## src/rtl/mwc_pkg.sv

```systemverilog
package mwc_pkg;

  typedef enum logic [2:0] {
    OP_READ  = 3'd0,
    OP_WRITE = 3'd1,
    OP_ERASE = 3'd2,
    OP_ERAL  = 3'd3,
    OP_WRAL  = 3'd4,
    OP_EWEN  = 3'd5,
    OP_EWDS  = 3'd6
  } mw_op_e;

  typedef enum logic [1:0] {
    ST_IDLE,
    ST_SHIFT,
    ST_GAP,
    ST_POLL
  } mw_state_e;

endpackage

```

## src/rtl/mwc_timer.sv

```systemverilog
module mwc_timer #(
  parameter int TW = 8
) (
  input  logic          clk,
  input  logic          rst,
  input  logic          load,
  input  logic [TW-1:0] load_val,
  output logic          expire
);
  logic [TW-1:0] cnt;

  always_ff @(posedge clk) begin
    if (rst)               cnt <= '0;
    else if (load)         cnt <= load_val;
    else if (cnt != '0)    cnt <= cnt - 1'b1;
  end

  // Fires load_val cycles after the load edge.
  assign expire = (cnt == TW'(1));
endmodule

```

## src/rtl/mwc_frame_gen.sv

```systemverilog
module mwc_frame_gen
  import mwc_pkg::*;
#(
  parameter int AW = 8,
  parameter int DW = 8,
  parameter int FL = 4 + AW + DW,
  parameter int LW = $clog2(FL + 1)
) (
  input  logic [2:0]    op,
  input  logic [AW-1:0] addr,
  input  logic [DW-1:0] wdata,
  output logic [FL-1:0] frame,
  output logic [LW-1:0] len,
  output logic          is_prog,
  output logic          is_read
);
  localparam int HDR = 4 + AW;

  always_comb begin
    frame   = '0;
    len     = LW'(HDR);
    is_prog = 1'b0;
    is_read = 1'b0;
    case (mw_op_e'(op))
      OP_READ: begin
        frame   = {3'b110, 1'b0, addr, {DW{1'b0}}};
        len     = LW'(FL);
        is_read = 1'b1;
      end
      OP_WRITE: begin
        frame   = {3'b101, 1'b0, addr, wdata};
        len     = LW'(FL);
        is_prog = 1'b1;
      end
      OP_ERASE: begin
        frame   = {3'b111, 1'b0, addr, {DW{1'b0}}};
        is_prog = 1'b1;
      end
      OP_ERAL: begin
        frame   = {3'b100, 2'b10, {(AW-1){1'b0}}, {DW{1'b0}}};
        is_prog = 1'b1;
      end
      OP_WRAL: begin
        frame   = {3'b100, 2'b01, {(AW-1){1'b0}}, wdata};
        len     = LW'(FL);
        is_prog = 1'b1;
      end
      OP_EWEN: frame = {3'b100, 2'b11, {(AW-1){1'b0}}, {DW{1'b0}}};
      default: frame = {3'b100, 2'b00, {(AW-1){1'b0}}, {DW{1'b0}}};
    endcase
  end
endmodule

```

## src/rtl/mwc_rx_shift.sv

```systemverilog
module mwc_rx_shift #(
  parameter int DW = 8
) (
  input  logic          clk,
  input  logic          rst,
  input  logic          shift,
  input  logic          din,
  output logic [DW-1:0] q
);
  always_ff @(posedge clk) begin
    if (rst)        q <= '0;
    else if (shift) q <= {q[DW-2:0], din};
  end
endmodule

```

## src/rtl/mw_eeprom_ctrl.sv

```systemverilog
module mw_eeprom_ctrl
  import mwc_pkg::*;
#(
  parameter int AW         = 8,
  parameter int DW         = 8,
  parameter int HALF_CYC   = 13,
  parameter int CSL_CYC    = 13,
  parameter int POLL_WAIT  = 26,
  parameter int POLL_LIMIT = 64
) (
  input  logic          clk,
  input  logic          rst,
  input  logic          req_valid,
  input  logic [2:0]    req_op,
  input  logic [AW-1:0] req_addr,
  input  logic [DW-1:0] req_wdata,
  output logic          busy,
  output logic          done,
  output logic          err,
  output logic [DW-1:0] rdata,
  output logic          ser_sel,
  output logic          ser_clk,
  output logic          ser_mosi,
  input  logic          ser_miso
);
  localparam int HDR   = 4 + AW;
  localparam int FL    = HDR + DW;
  localparam int LW    = $clog2(FL + 1);
  localparam int TM1   = (HALF_CYC > CSL_CYC) ? HALF_CYC : CSL_CYC;
  localparam int TMAX  = (TM1 > POLL_WAIT) ? TM1 : POLL_WAIT;
  localparam int TW    = $clog2(TMAX + 1);
  localparam int PCW   = $clog2(POLL_LIMIT + 1);

  mw_state_e     state;
  logic [FL-1:0] frame_q;
  logic [LW-1:0] len_q, bit_idx;
  logic          prog_q, read_q, phase_hi, polled, err_pend;
  logic [PCW-1:0] poll_cnt;

  logic [FL-1:0] fg_frame;
  logic [LW-1:0] fg_len;
  logic          fg_prog, fg_read;
  logic          tmr_load, tmr_exp;
  logic [TW-1:0] tmr_val;
  logic [DW-1:0] rx_q;
  logic          rx_shift;
  logic          last_poll;

  mwc_frame_gen #(.AW(AW), .DW(DW), .FL(FL), .LW(LW)) u_fgen (
    .op(req_op), .addr(req_addr), .wdata(req_wdata),
    .frame(fg_frame), .len(fg_len), .is_prog(fg_prog), .is_read(fg_read)
  );

  mwc_timer #(.TW(TW)) u_tmr (
    .clk(clk), .rst(rst), .load(tmr_load), .load_val(tmr_val), .expire(tmr_exp)
  );

  assign rx_shift = (state == ST_SHIFT) && tmr_exp && !phase_hi;

  mwc_rx_shift #(.DW(DW)) u_rx (
    .clk(clk), .rst(rst), .shift(rx_shift), .din(ser_miso), .q(rx_q)
  );

  assign last_poll = (poll_cnt == PCW'(POLL_LIMIT - 1));

  // Timer reload decisions, mirroring the state register below.
  always_comb begin
    tmr_load = 1'b0;
    tmr_val  = TW'(HALF_CYC);
    case (state)
      ST_IDLE: tmr_load = req_valid;
      ST_SHIFT: begin
        tmr_load = tmr_exp;
        if (!phase_hi && (bit_idx == len_q)) tmr_val = TW'(CSL_CYC);
      end
      ST_GAP: begin
        tmr_load = tmr_exp && prog_q && !polled;
        tmr_val  = TW'(POLL_WAIT);
      end
      ST_POLL: begin
        tmr_load = tmr_exp;
        tmr_val  = (ser_miso || last_poll) ? TW'(CSL_CYC) : TW'(POLL_WAIT);
      end
      default: tmr_load = 1'b0;
    endcase
  end

  always_ff @(posedge clk) begin
    if (rst) begin
      state    <= ST_IDLE;
      frame_q  <= '0;
      len_q    <= '0;
      bit_idx  <= '0;
      prog_q   <= 1'b0;
      read_q   <= 1'b0;
      phase_hi <= 1'b0;
      polled   <= 1'b0;
      err_pend <= 1'b0;
      poll_cnt <= '0;
      busy     <= 1'b0;
      done     <= 1'b0;
      err      <= 1'b0;
      rdata    <= '0;
      ser_sel  <= 1'b0;
      ser_clk  <= 1'b0;
      ser_mosi <= 1'b0;
    end else begin
      done <= 1'b0;
      err  <= 1'b0;
      case (state)
        ST_IDLE: begin
          if (req_valid) begin
            frame_q  <= fg_frame;
            len_q    <= fg_len;
            prog_q   <= fg_prog;
            read_q   <= fg_read;
            bit_idx  <= '0;
            phase_hi <= 1'b0;
            polled   <= 1'b0;
            err_pend <= 1'b0;
            busy     <= 1'b1;
            ser_sel  <= 1'b1;
            ser_clk  <= 1'b0;
            ser_mosi <= fg_frame[FL-1];
            state    <= ST_SHIFT;
          end
        end
        ST_SHIFT: begin
          if (tmr_exp) begin
            if (!phase_hi) begin
              if (bit_idx == len_q) begin
                ser_sel  <= 1'b0;
                ser_mosi <= 1'b0;
                state    <= ST_GAP;
              end else begin
                ser_clk  <= 1'b1;
                phase_hi <= 1'b1;
              end
            end else begin
              ser_clk  <= 1'b0;
              phase_hi <= 1'b0;
              bit_idx  <= bit_idx + LW'(1);
              frame_q  <= frame_q << 1;
              ser_mosi <= frame_q[FL-2];
            end
          end
        end
        ST_GAP: begin
          if (tmr_exp) begin
            if (prog_q && !polled) begin
              ser_sel  <= 1'b1;
              poll_cnt <= '0;
              state    <= ST_POLL;
            end else begin
              done  <= 1'b1;
              err   <= err_pend;
              busy  <= 1'b0;
              if (read_q) rdata <= rx_q;
              state <= ST_IDLE;
            end
          end
        end
        ST_POLL: begin
          if (tmr_exp) begin
            if (ser_miso || last_poll) begin
              err_pend <= !ser_miso;
              ser_sel  <= 1'b0;
              polled   <= 1'b1;
              state    <= ST_GAP;
            end else begin
              poll_cnt <= poll_cnt + PCW'(1);
            end
          end
        end
        default: state <= ST_IDLE;
      endcase
    end
  end
endmodule

```

## config.mk

```make
export PLATFORM = sky130hd
export DESIGN_NAME = mw_eeprom_ctrl
export DESIGN_NICKNAME = d
export VERILOG_FILES = /design/src/rtl/mwc_pkg.sv /design/src/rtl/mwc_timer.sv /design/src/rtl/mwc_frame_gen.sv /design/src/rtl/mwc_rx_shift.sv /design/src/rtl/mw_eeprom_ctrl.sv
export SDC_FILE = /design/constraint.sdc
export NUM_CORES = 1
export LEC_CHECK = 0
export BUFFER_PORTS_ARGS = -buffer_cell sky130_fd_sc_hd__buf_4
export CORE_ASPECT_RATIO = 1.75
export CORE_MARGIN = 1.5
export CORE_UTILIZATION = 57
export DETAILED_ROUTE_END_ITERATION = 6
export PLACE_DENSITY = 0.86
export SLEW_MARGIN = 20
export SYNTH_ARGS = -nofsm -noshare
export SYNTH_HDL_FRONTEND = slang
export SYNTH_SLANG_ARGS = --single-unit
```

## constraint.sdc

```tcl
create_clock -name clk -period 2.55 [get_ports clk]
set_input_delay 0.1275 -clock clk [delete_from_list [all_inputs] [get_ports clk]]
set_output_delay 0.1275 -clock clk [all_outputs]
set_load 0.02 [all_outputs]
```

==> metrics.txt <==
max_slew headroom 0.417; clock root cell clkbuf_8; DR vias/cell 6.02; Post-Place Cell Area 3360 sq um; share of the synthesized area in the top cell type 0.441; Worst Clk Skew 0.0104 ns; # hold bufs at CTS 1; initial antenna violation count 0; Final Hold Viols 0; clk slew on worst S/H paths 0.08 ns; syn_nets 399; crit path DAT 2.51 ns; Flop pwr share 0.419; fin crit share 0.884; status finished clean; critical path class reg -> reg; initial core utilization 0.587; via count 2,769; switch share 0.360; Switch Pwr 1.18 mW; Seq cells post-synth 68; Worst-Skew Late Latency 0.35 ns; DR DRC count 0; DR iter-0 viols 124; register area 1360 sq um; I/O Buffers 36; cts repair resizes 0; Clock Sinks 68; Longest Clk Path Bufs 2; setup bufs post-CTS 0; RSZ-0062 raised after global routing no; vias in the first global route 2,648; cell count after synthesis 370; Inserted Clock Buffers 9; total iterations of the first detailed-routing run 4; Site Rows 35; dpl cells 443; Cell Area, Synth 3080 sq um; worst hold slack 0.0765 ns; Routed Antenna Nets 0; Hold Crit Class in -> reg; core area 5260 sq um; grt ovf 0; Post-Layout Cell Count 460; final setup violation count 0; I/O pin cnt 37; post-synth top area cell dfxtp_1; PD cells 915 nW/um^2; die width 58.6 um; setup TNS 0 ns; gpl congestion 0.814; Slew @ Worst Pin 0.868 ns; sequential area share after synthesis 0.441; first-pass GRT wire length 11.7 mm; leak pwr 1.30 nW; Yosys cell types 45; crit-path max FO 15; CTS tree done; area grow syn2layout 15.7%; Fillers 418; Clock power frac 0.273; min Tclk post-route 2.25 ns; Inserted Diodes 0; DP Wirelength 4.56 mm; share of cells above drive strength 1 0.168; Gate power share 0.308; Max Cap Viol 0; Finished Cell Area 3570 sq um; Worst EP required 2.81 ns; Peak Freq 0.444 GHz; Synth Warn # 0; DIE HEIGHT 100 um; Nets 429; area of the multi-input gates 1570 sq um; die area 5880 sq um; Synth area leaders dfxtp_1, a21oi_1, nand2_1; Tot GR Track Use 0.253; largest net degree at the start of global routing 34; # H-tree levels 3; DRT Wirelength 6.76 mm; Slew Limit Fails 0; Peak VDD IR 671 uV; Critical Path Start Type register; Setup crit end kind register; Routed WL per cell 14.7 um; Syn Area/Cell 8.34 sq um; P_int 2.09 mW
critical path, cell delays in order (launching register included):
cell and delay (ns):
dfxtp_1 0.61, nor2b_1 0.13, a21oi_2 0.54, or2_1 0.53, a221oi_1 0.12, nor3_1 0.22
final cells by class:
cell class / count / share of cell area
multi-input cells: 268 / 0.441
flip-flops and latches: 68 / 0.381
repair buffers: 44 / 0.0933
clock buffers: 9 / 0.0347
clock inverters: 7 / 0.0210
well taps: 55 / 0.0193
inverters: 9 / 0.00947
cells by family after synthesis:
family | Yosys count | share of synthesized area
AOI/OAI and AO/OA | 91 | 0.189
xor gates and xnor gates | 14 | 0.0398
and+or+nand+nor | 156 | 0.253
adders and majority gates | 6 | 0.0243
DFF | 68 | 0.441
muxes | 1 | 0.00365
buffers and inverters | 34 | 0.0487
Yosys cell counts, drive strengths merged:
cell type,number
and2,2
nor4,1
o31a,1
nor3b,2
nor3,23
o21ai,9
or2,3
a311oi,1
and4,1
o311a,1
nor2b,5
o31ai,1
ha,6
inv,9
o211ai,2
a221oi,14
a21o,2
and3,1
nand2b,6
a31o,1
a31oi,2
nand4,5
nand2,39
o22ai,1
a21oi,40
a22oi,2
or4b,1
clkbuf,19
nand3,21
nor2,39
mux2,1
xnor2,12
buf,6
or3,4
dfxtp,68
xor2,2
nor4b,3
a211oi,14
final timing paths:
| path | slack (ns) | depth (start not counted) | to | startpoint |
|---|---|---|---|---|
| max | 0.30 | 5 | frame_q[5] | state[1] |
| min | 0.08 | 3 | frame_q[4] | req_wdata[4] |
| max reg2reg | 0.30 | 5 | frame_q[5] | state[1] |
| min reg2reg | 0.45 | 1 | poll_cnt[6] | poll_cnt[6] |
per-layer routing:
metal	vias up	track usage	part of all wire	wire [um]
met5	-	0	0	0
met4	0	0.117	0.017	117
met3	13	0.0528	0.037	248
met2	74	0.439	0.54	3640
met1	1308	0.289	0.41	2760
li1	1374	-	-	-
layout by cell type, fill, tap and decap left out, types with 4 or more instances in the layout:
master,n
a211oi_1,14
a21oi_1,39
a221oi_1,14
buf_4,43
clkbuf_8,9
dfxtp_1,68
ha_1,6
inv_1,9
nand2_1,39
nand2b_1,6
nand3_1,21
nand4_1,5
nor2_1,38
nor2b_1,5
nor3_1,23
o21ai_0,9
or3_1,4
xnor2_1,12
stage by stage:
step	util	total power [mW]	setup slack [ns]
after floorplan	-	2.15	0.670
after global placement	0.639	2.35	0.474
after detailed placement	0.639	2.38	0.369
after CTS	0.679	3.28	0.264
after global routing	0.679	3.47	0.117
final	0.679	3.27	0.297
power by group through the flow:
stage | registers [mW] | logic, mW | clock network [mW]
after CTS | 1.37 | 1.01 | 0.906
after global placement | 1.39 | 0.962 | 0
after floorplan | 1.36 | 0.791 | 0
final | 1.37 | 1.00 | 0.892
after global routing | 1.40 | 1.13 | 0.942
after detailed placement | 1.39 | 0.992 | 0
sequential cells by signal, summed over array words and instances (netlist names), 2 cells and up:
name and flops:
poll_cnt 7, u_tmr.cnt 5, u_rx.q 8, state 2, rdata 8, len_q 3, bit_idx 5, frame_q 19
(Power assumes the default switching activity.)
